<file path="config.mk">
export PLATFORM = sky130hd
export DESIGN_NAME = fe_fastcmd_rx
export DESIGN_NICKNAME = d
export VERILOG_FILES = /design/src/rtl/fc_rx_pkg.sv /design/src/rtl/fc_delay_line.sv /design/src/rtl/fc_bx_tracker.sv /design/src/rtl/fe_fastcmd_rx.sv
export SDC_FILE = /design/constraint.sdc
export NUM_CORES = 1
export LEC_CHECK = 0
export ABC_AREA = 1
export BUFFER_PORTS_ARGS = -buffer_cell sky130_fd_sc_hd__clkbuf_2
export CAP_MARGIN = 15
export CORE_AREA = 5 5 216 113
export DETAILED_ROUTE_END_ITERATION = 7
export DIE_AREA = 0 0 221 118
export RECOVER_POWER = 50
export SLEW_MARGIN = 40
export SYNTH_ARGS = -nofsm -noshare
export SYNTH_HDL_FRONTEND = slang
export SYNTH_SLANG_ARGS = --single-unit
</file>
<file path="constraint.sdc">
create_clock -name clk -period 6.85 [get_ports clk]
set_clock_uncertainty 0.2 [all_clocks]
set_input_delay 1.7125 -clock clk [delete_from_list [all_inputs] [get_ports clk]]
set_output_delay 1.7125 -clock clk [all_outputs]
set_load 0.005 [all_outputs]
</file>
<file path="src/rtl/fc_rx_pkg.sv">
package fc_rx_pkg;
    localparam int NUM_CMD = 7;

    // Command index k lives at word bit (bunch-ID width + k)
    typedef enum int {
        CMD_BCR  = 0,
        CMD_ECR  = 1,
        CMD_HDR  = 2,
        CMD_CAL  = 3,
        CMD_NZS  = 4,
        CMD_VETO = 5,
        CMD_FER  = 6
    } cmd_idx_e;

    localparam int CFG_NZS_LEN = 8;
    localparam int CFG_FER_LEN = 9;
    localparam int CFG_ORBIT   = 10;
endpackage

</file>
<file path="src/rtl/fc_delay_line.sv">
module fc_delay_line #(
    parameter int DLY_W = 4
) (
    input  logic             clk,
    input  logic             rst_n,
    input  logic             din,
    input  logic [DLY_W-1:0] dly,
    output logic             dout
);
    localparam int TAPS = (1 << DLY_W) - 1;

    logic [TAPS-1:0] sr_d, sr_q;

    always_comb begin
        sr_d = {sr_q[TAPS-2:0], din};
        if (dly == '0) dout = din;
        else           dout = sr_q[dly - DLY_W'(1)];
    end

    always_ff @(posedge clk) begin
        if (!rst_n) sr_q <= '0;
        else        sr_q <= sr_d;
    end
endmodule

</file>
<file path="src/rtl/fc_bx_tracker.sv">
module fc_bx_tracker #(
    parameter int BID_W = 12
) (
    input  logic             clk,
    input  logic             rst_n,
    input  logic             bcr,
    input  logic [BID_W-1:0] orbit_len,
    input  logic [BID_W-1:0] bid_rx,
    output logic [BID_W-1:0] bx_o,
    output logic             mismatch_o
);
    typedef struct packed {
        logic [BID_W-1:0] bx;
        logic             mis;
    } bx_state_t;

    bx_state_t s_d, s_q;

    always_comb begin
        s_d     = s_q;
        s_d.mis = (bid_rx != s_q.bx);
        if (bcr)                                   s_d.bx = '0;
        else if (s_q.bx >= orbit_len - BID_W'(1))  s_d.bx = '0;
        else                                       s_d.bx = s_q.bx + BID_W'(1);
    end

    always_ff @(posedge clk) begin
        if (!rst_n) s_q <= '0;
        else        s_q <= s_d;
    end

    assign bx_o       = s_q.bx;
    assign mismatch_o = s_q.mis;
endmodule

</file>
<file path="src/rtl/fe_fastcmd_rx.sv">
module fe_fastcmd_rx
    import fc_rx_pkg::*;
#(
    parameter int CMD_W     = 24,
    parameter int BID_W     = 12,
    parameter int DLY_W     = 4,
    parameter int CNT_W     = 8,
    parameter int CFG_AW    = 4,
    parameter int CFG_DW    = 16,
    parameter int ORBIT_DEF = 3564,
    parameter int NZS_DEF   = 3,
    parameter int FER_DEF   = 4
) (
    input  logic              clk,
    input  logic              rst_n,
    input  logic [CMD_W-1:0]  cmd_word,
    input  logic              cfg_we,
    input  logic [CFG_AW-1:0] cfg_addr,
    input  logic [CFG_DW-1:0] cfg_wdata,
    output logic              bcr_o,
    output logic              ecr_o,
    output logic              cal_o,
    output logic              nzs_o,
    output logic              fer_o,
    output logic              hdr_only_o,
    output logic              bx_mismatch_o,
    output logic [BID_W-1:0]  local_bx_o
);
    localparam int CMD_LSB = BID_W;
    localparam int CMD_IW  = $clog2(NUM_CMD);

    typedef struct packed {
        logic [NUM_CMD-1:0][DLY_W-1:0] dly;
        logic [CNT_W-1:0]              nzs_len;
        logic [CNT_W-1:0]              fer_len;
        logic [BID_W-1:0]              orbit;
        logic [CNT_W-1:0]              nzs_left;
        logic [CNT_W-1:0]              fer_left;
        logic                          bcr;
        logic                          ecr;
        logic                          cal;
        logic                          nzs;
        logic                          fer;
        logic                          hdr;
    } rx_state_t;

    rx_state_t          s_d, s_q;
    logic [NUM_CMD-1:0] tap;
    logic               unused_bits;

    // Per-command delay lines
    for (genvar k = 0; k < NUM_CMD; k++) begin : g_dly
        fc_delay_line #(.DLY_W(DLY_W)) u_dly (
            .clk  (clk),
            .rst_n(rst_n),
            .din  (cmd_word[CMD_LSB+k]),
            .dly  (s_q.dly[k]),
            .dout (tap[k])
        );
    end

    // Names the checker binds to
    logic             tap_bcr_w, tap_veto_w;
    logic [CNT_W-1:0] nzs_len_w;
    logic [BID_W-1:0] orbit_w;
    assign tap_bcr_w  = tap[CMD_BCR];
    assign tap_veto_w = tap[CMD_VETO];
    assign nzs_len_w  = s_q.nzs_len;
    assign orbit_w    = s_q.orbit;

    fc_bx_tracker #(.BID_W(BID_W)) u_bx (
        .clk       (clk),
        .rst_n     (rst_n),
        .bcr       (tap[CMD_BCR]),
        .orbit_len (s_q.orbit),
        .bid_rx    (cmd_word[BID_W-1:0]),
        .bx_o      (local_bx_o),
        .mismatch_o(bx_mismatch_o)
    );

    // Reserved word bits and spare config bits are read nowhere else
    assign unused_bits = ^{cmd_word, cfg_wdata};

    always_comb begin
        s_d = s_q;

        if (cfg_we) begin
            if (int'(cfg_addr) < NUM_CMD)
                s_d.dly[cfg_addr[CMD_IW-1:0]] = cfg_wdata[DLY_W-1:0];
            else if (int'(cfg_addr) == CFG_NZS_LEN)
                s_d.nzs_len = cfg_wdata[CNT_W-1:0];
            else if (int'(cfg_addr) == CFG_FER_LEN)
                s_d.fer_len = cfg_wdata[CNT_W-1:0];
            else if (int'(cfg_addr) == CFG_ORBIT)
                s_d.orbit = cfg_wdata[BID_W-1:0];
        end

        s_d.bcr = tap[CMD_BCR];
        s_d.ecr = tap[CMD_ECR];
        s_d.cal = tap[CMD_CAL];
        s_d.nzs = tap[CMD_NZS];

        // Header-only window after a full readout
        if (tap[CMD_NZS])               s_d.nzs_left = s_q.nzs_len;
        else if (s_q.nzs_left != '0)    s_d.nzs_left = s_q.nzs_left - CNT_W'(1);

        // Front-end reset window
        if (tap[CMD_FER]) begin
            s_d.fer_left = s_q.fer_len;
            s_d.fer      = (s_q.fer_len != '0);
        end else begin
            s_d.fer = (s_q.fer_left > CNT_W'(1));
            if (s_q.fer_left != '0) s_d.fer_left = s_q.fer_left - CNT_W'(1);
        end

        s_d.hdr = tap[CMD_HDR] | tap[CMD_VETO] | s_d.fer
                | (!tap[CMD_NZS] && (s_q.nzs_left != '0));
    end

    always_ff @(posedge clk) begin
        if (!rst_n) begin
            s_q         <= '0;
            s_q.nzs_len <= CNT_W'(NZS_DEF);
            s_q.fer_len <= CNT_W'(FER_DEF);
            s_q.orbit   <= BID_W'(ORBIT_DEF);
        end else begin
            s_q <= s_d;
        end
    end

    assign bcr_o      = s_q.bcr;
    assign ecr_o      = s_q.ecr;
    assign cal_o      = s_q.cal;
    assign nzs_o      = s_q.nzs;
    assign fer_o      = s_q.fer;
    assign hdr_only_o = s_q.hdr;
endmodule

</file>
==> run metrics <==
sequential share of the synthesized area 44.6%; number of fill cells 2,313; first-pass GRT wire length 32,700 um; r2r startpoint s_q[66]; routed wire length 19,000 um; DRT Pass-1 Iters 5; final hold vios 0; max-slew violation count 0; # clock sinks 196; crit path DAT 3450 ps; GR Overflow Total 0; status finished clean; Post-Synth XOR/XNOR Area 5.57%; final-report setup violation count 0; Netlist cell types 39; min Tclk post-route 3350 ps; RR Endpoint s_q[14]; Warnings, synthesis 0; initial antenna violation count 0; vias in the first global route 6,519; vias per cell 4.52; Crit Path Category in -> reg; row count 39; maxcap violations 0; mux share of post-synthesis cell area 0%; final instance area 9870 um^2; CP required 6960 ps; routed len/inst 12.3 um; I/O pin cnt 66; Internal 0.00182 W; Ant. Diodes 0; main combinational cell family by area after synthesis simple AND/OR/NAND/NOR gates; layout cells sized above 1 9.55%; syn nets 1,270; Starting Density 39.4%; P_sw 0.000649 W; Hold Crit Depth 2; worst-path fanout max 13; DP HPWL 13,600 um; Final Util 44.1%; Net Sw Frac 26.3%; hold_buf cts 0; Setup Buffers After CTS 0; sequential share of power 48.8%; DRC 0; Worst Hold Launch g_dly[0].u_dly.sr_q[9]; Synth Area in Compound Gates 10.2%; FMAX 299 MHz; Worst Hold Class reg -> reg; PostCTS Resize Cnt 0; CTS max path bufs 2; static leakage 4.94 nW; via count 7,023; Final nets 1,312; Synth Area in Simple Gates 23.8%; mapped cell area 8800 um^2; die area 26,100 um^2; Core Area 22,300 um^2; post-route ant nets 0; Final period util 48.9%; Cell Area, Placed 9320 um^2; clk root buf clkbuf_16; H-tree levels 4; initial drt markers 531; GP Congestion 0.817; GR Util All Layers 15.0%; TritonCTS clock tree built; R2R setup slack 3660 ps; Power Dens Cells 250 nW/um^2; syn avg cell area 7.39 um^2; TritonCTS Buffers 17; CP startpoint kind primary input; relative slew slack 46.6%; Synth Area in Adders 4.55%; number of synthesized flops with an enable pin 0; number of port buffers 56; Die Wd 221 um; ys async rst share 0%; Yosys reg bits 196; Comb pwr share 11.8%; Area growth, synth to finish 12.1%; largest net degree at the start of global routing 98; DIE HEIGHT 118 um; Critical Path Sink Type flip-flop; RSZ-0062 raised after global routing false; clk_lat worst skew 430 ps; Worst Hold End g_dly[0].u_dly.sr_q[10]; setup TNS 0 ps; Worst Tran Pin Value 801 ps; clock-pin slew on the worst setup and hold paths 70 ps; Main synth FF type dfxtp_1; Mapped Cells 1,191; clock share of power 39.4%; VDD IR max 0.155 mV; R2R cell count 14
## routing by layer
metal	GRT usage [%]	wire (um)	part of all wire (%)	vias to the layer above
li1	-	-	-	3781
met1	23.5	10900	57	3128
met2	20.5	7240	38	100
met3	3.76	716	3.8	14
met4	3.02	178	0.94	0
met5	0	0	0	-
## cell usage after synthesis, types with 6 or more instances
library cell  number  area (um^2)
dfxtp_1          196         3920
xnor2_1           31          272
inv_1            200          751
o211ai_1          16          120
a21oi_1           55          275
nand4_1            6         37.5
nor2_2            10         62.6
inv_2             15         56.3
nand3_1           84          420
ha_1              32          400
xor2_1            25          219
nand2_1          239          897
o21ai_0           80          400
nor2_1           118          443
clkbuf_1          26         97.6
o21ai_1            9         45.0
## metrics by stage
stage | setup WS (ps) | std cells | power (W) | hold WS, ps
global route | 3200 | 1553 | 0.00259 | 235
global placement | 3470 | 1521 | 0.00151 | 211
detailed placement | 3460 | 1521 | 0.00152 | 214
floorplan | 3920 | 1191 | 0.00144 | 204
CTS | 3740 | 1553 | 0.00249 | 222
finish | 3500 | 1553 | 0.00247 | 221
## power groups by stage
stage / registers [W] / logic [W] / clock network [W]
2_1_floorplan: 0.00122 / 0.000224 / 0
3_3_place_gp: 0.00123 / 0.000287 / 0
3_5_place_dp: 0.00123 / 0.000292 / 0
4_1_cts: 0.00120 / 0.000293 / 0.000996
5_1_grt: 0.00121 / 0.000334 / 0.00105
6_report: 0.00120 / 0.000291 / 0.000972
## cell usage in the layout, fill, tap and decap left out, drive strengths merged, types with 7 or more instances in the layout
| master | synthesis | routed |
|---|---|---|
| ha | 32 | 32 |
| a21oi | 55 | 55 |
| dfxtp | 196 | 196 |
| clkinv | 1 | 7 |
| o211ai | 16 | 16 |
| clkbuf | 26 | 77 |
| nand3 | 88 | 88 |
| xnor2 | 31 | 31 |
| inv | 217 | 217 |
| o21ai | 90 | 90 |
| xor2 | 25 | 25 |
| nand2 | 243 | 243 |
| nor2 | 130 | 130 |
## critical path, cell delays in order
cell      delay, ps
clkbuf_1        140
inv_1            50
nor2_1          120
inv_1            70
nor3_1          150
clkbuf_1        530
inv_1           360
o21ai_0         260
a21oi_1          60
## final cells by class
| type | count | area (um^2) | area share (%) |
|---|---|---|---|
| clock buffer | 21 | 470 | 4.77 |
| clock inverter | 11 | 103 | 1.04 |
| inverter | 218 | 822 | 8.33 |
| multi-input combinational | 742 | 3870 | 39.2 |
| sequential | 196 | 3920 | 39.8 |
| tap | 307 | 384 | 3.89 |
| timing repair buffer | 58 | 295 | 2.99 |
## logic make-up (layout without fill, tap and decap cells)
family	after synthesis	count (layout)
buffers and inverters	253	308
AO/OA/AOI/OAI	167	167
AND/OR/NAND/NOR	487	487
XOR/XNOR	56	56
adder cells (fa/ha/maj)	32	32
flip-flops	196	196
## registers in the layout (all words and copies together) (netlist names)
register,flops
u_bx.mismatch_o,1
ecr_o,1
orbit_w,12
nzs_o,1
cal_o,1
hdr_only_o,1
nzs_len_w,8
u_bx.bx_o,12
bcr_o,1
s_q,52
g_dly.u_dly.sr_q,105
fer_o,1
## how the worst max path moves through the flow
stage | slack (ps) | from | depth (start not counted) | endpoint
2_1_floorplan | 3920 | cfg_addr[1] | 8 | s_q[35]
3_3_place_gp | 3470 | rst_n | 4 | s_q[54]
3_5_place_dp | 3460 | cfg_addr[1] | 9 | s_q[35]
4_1_cts | 3740 | orbit_w[0] | 17 | u_bx.bx_o[0]
5_1_grt | 3200 | cfg_addr[1] | 9 | orbit_w[0]
6_report | 3500 | cfg_addr[1] | 9 | orbit_w[9]
Note: power is estimated with default switching activity, not from simulation.
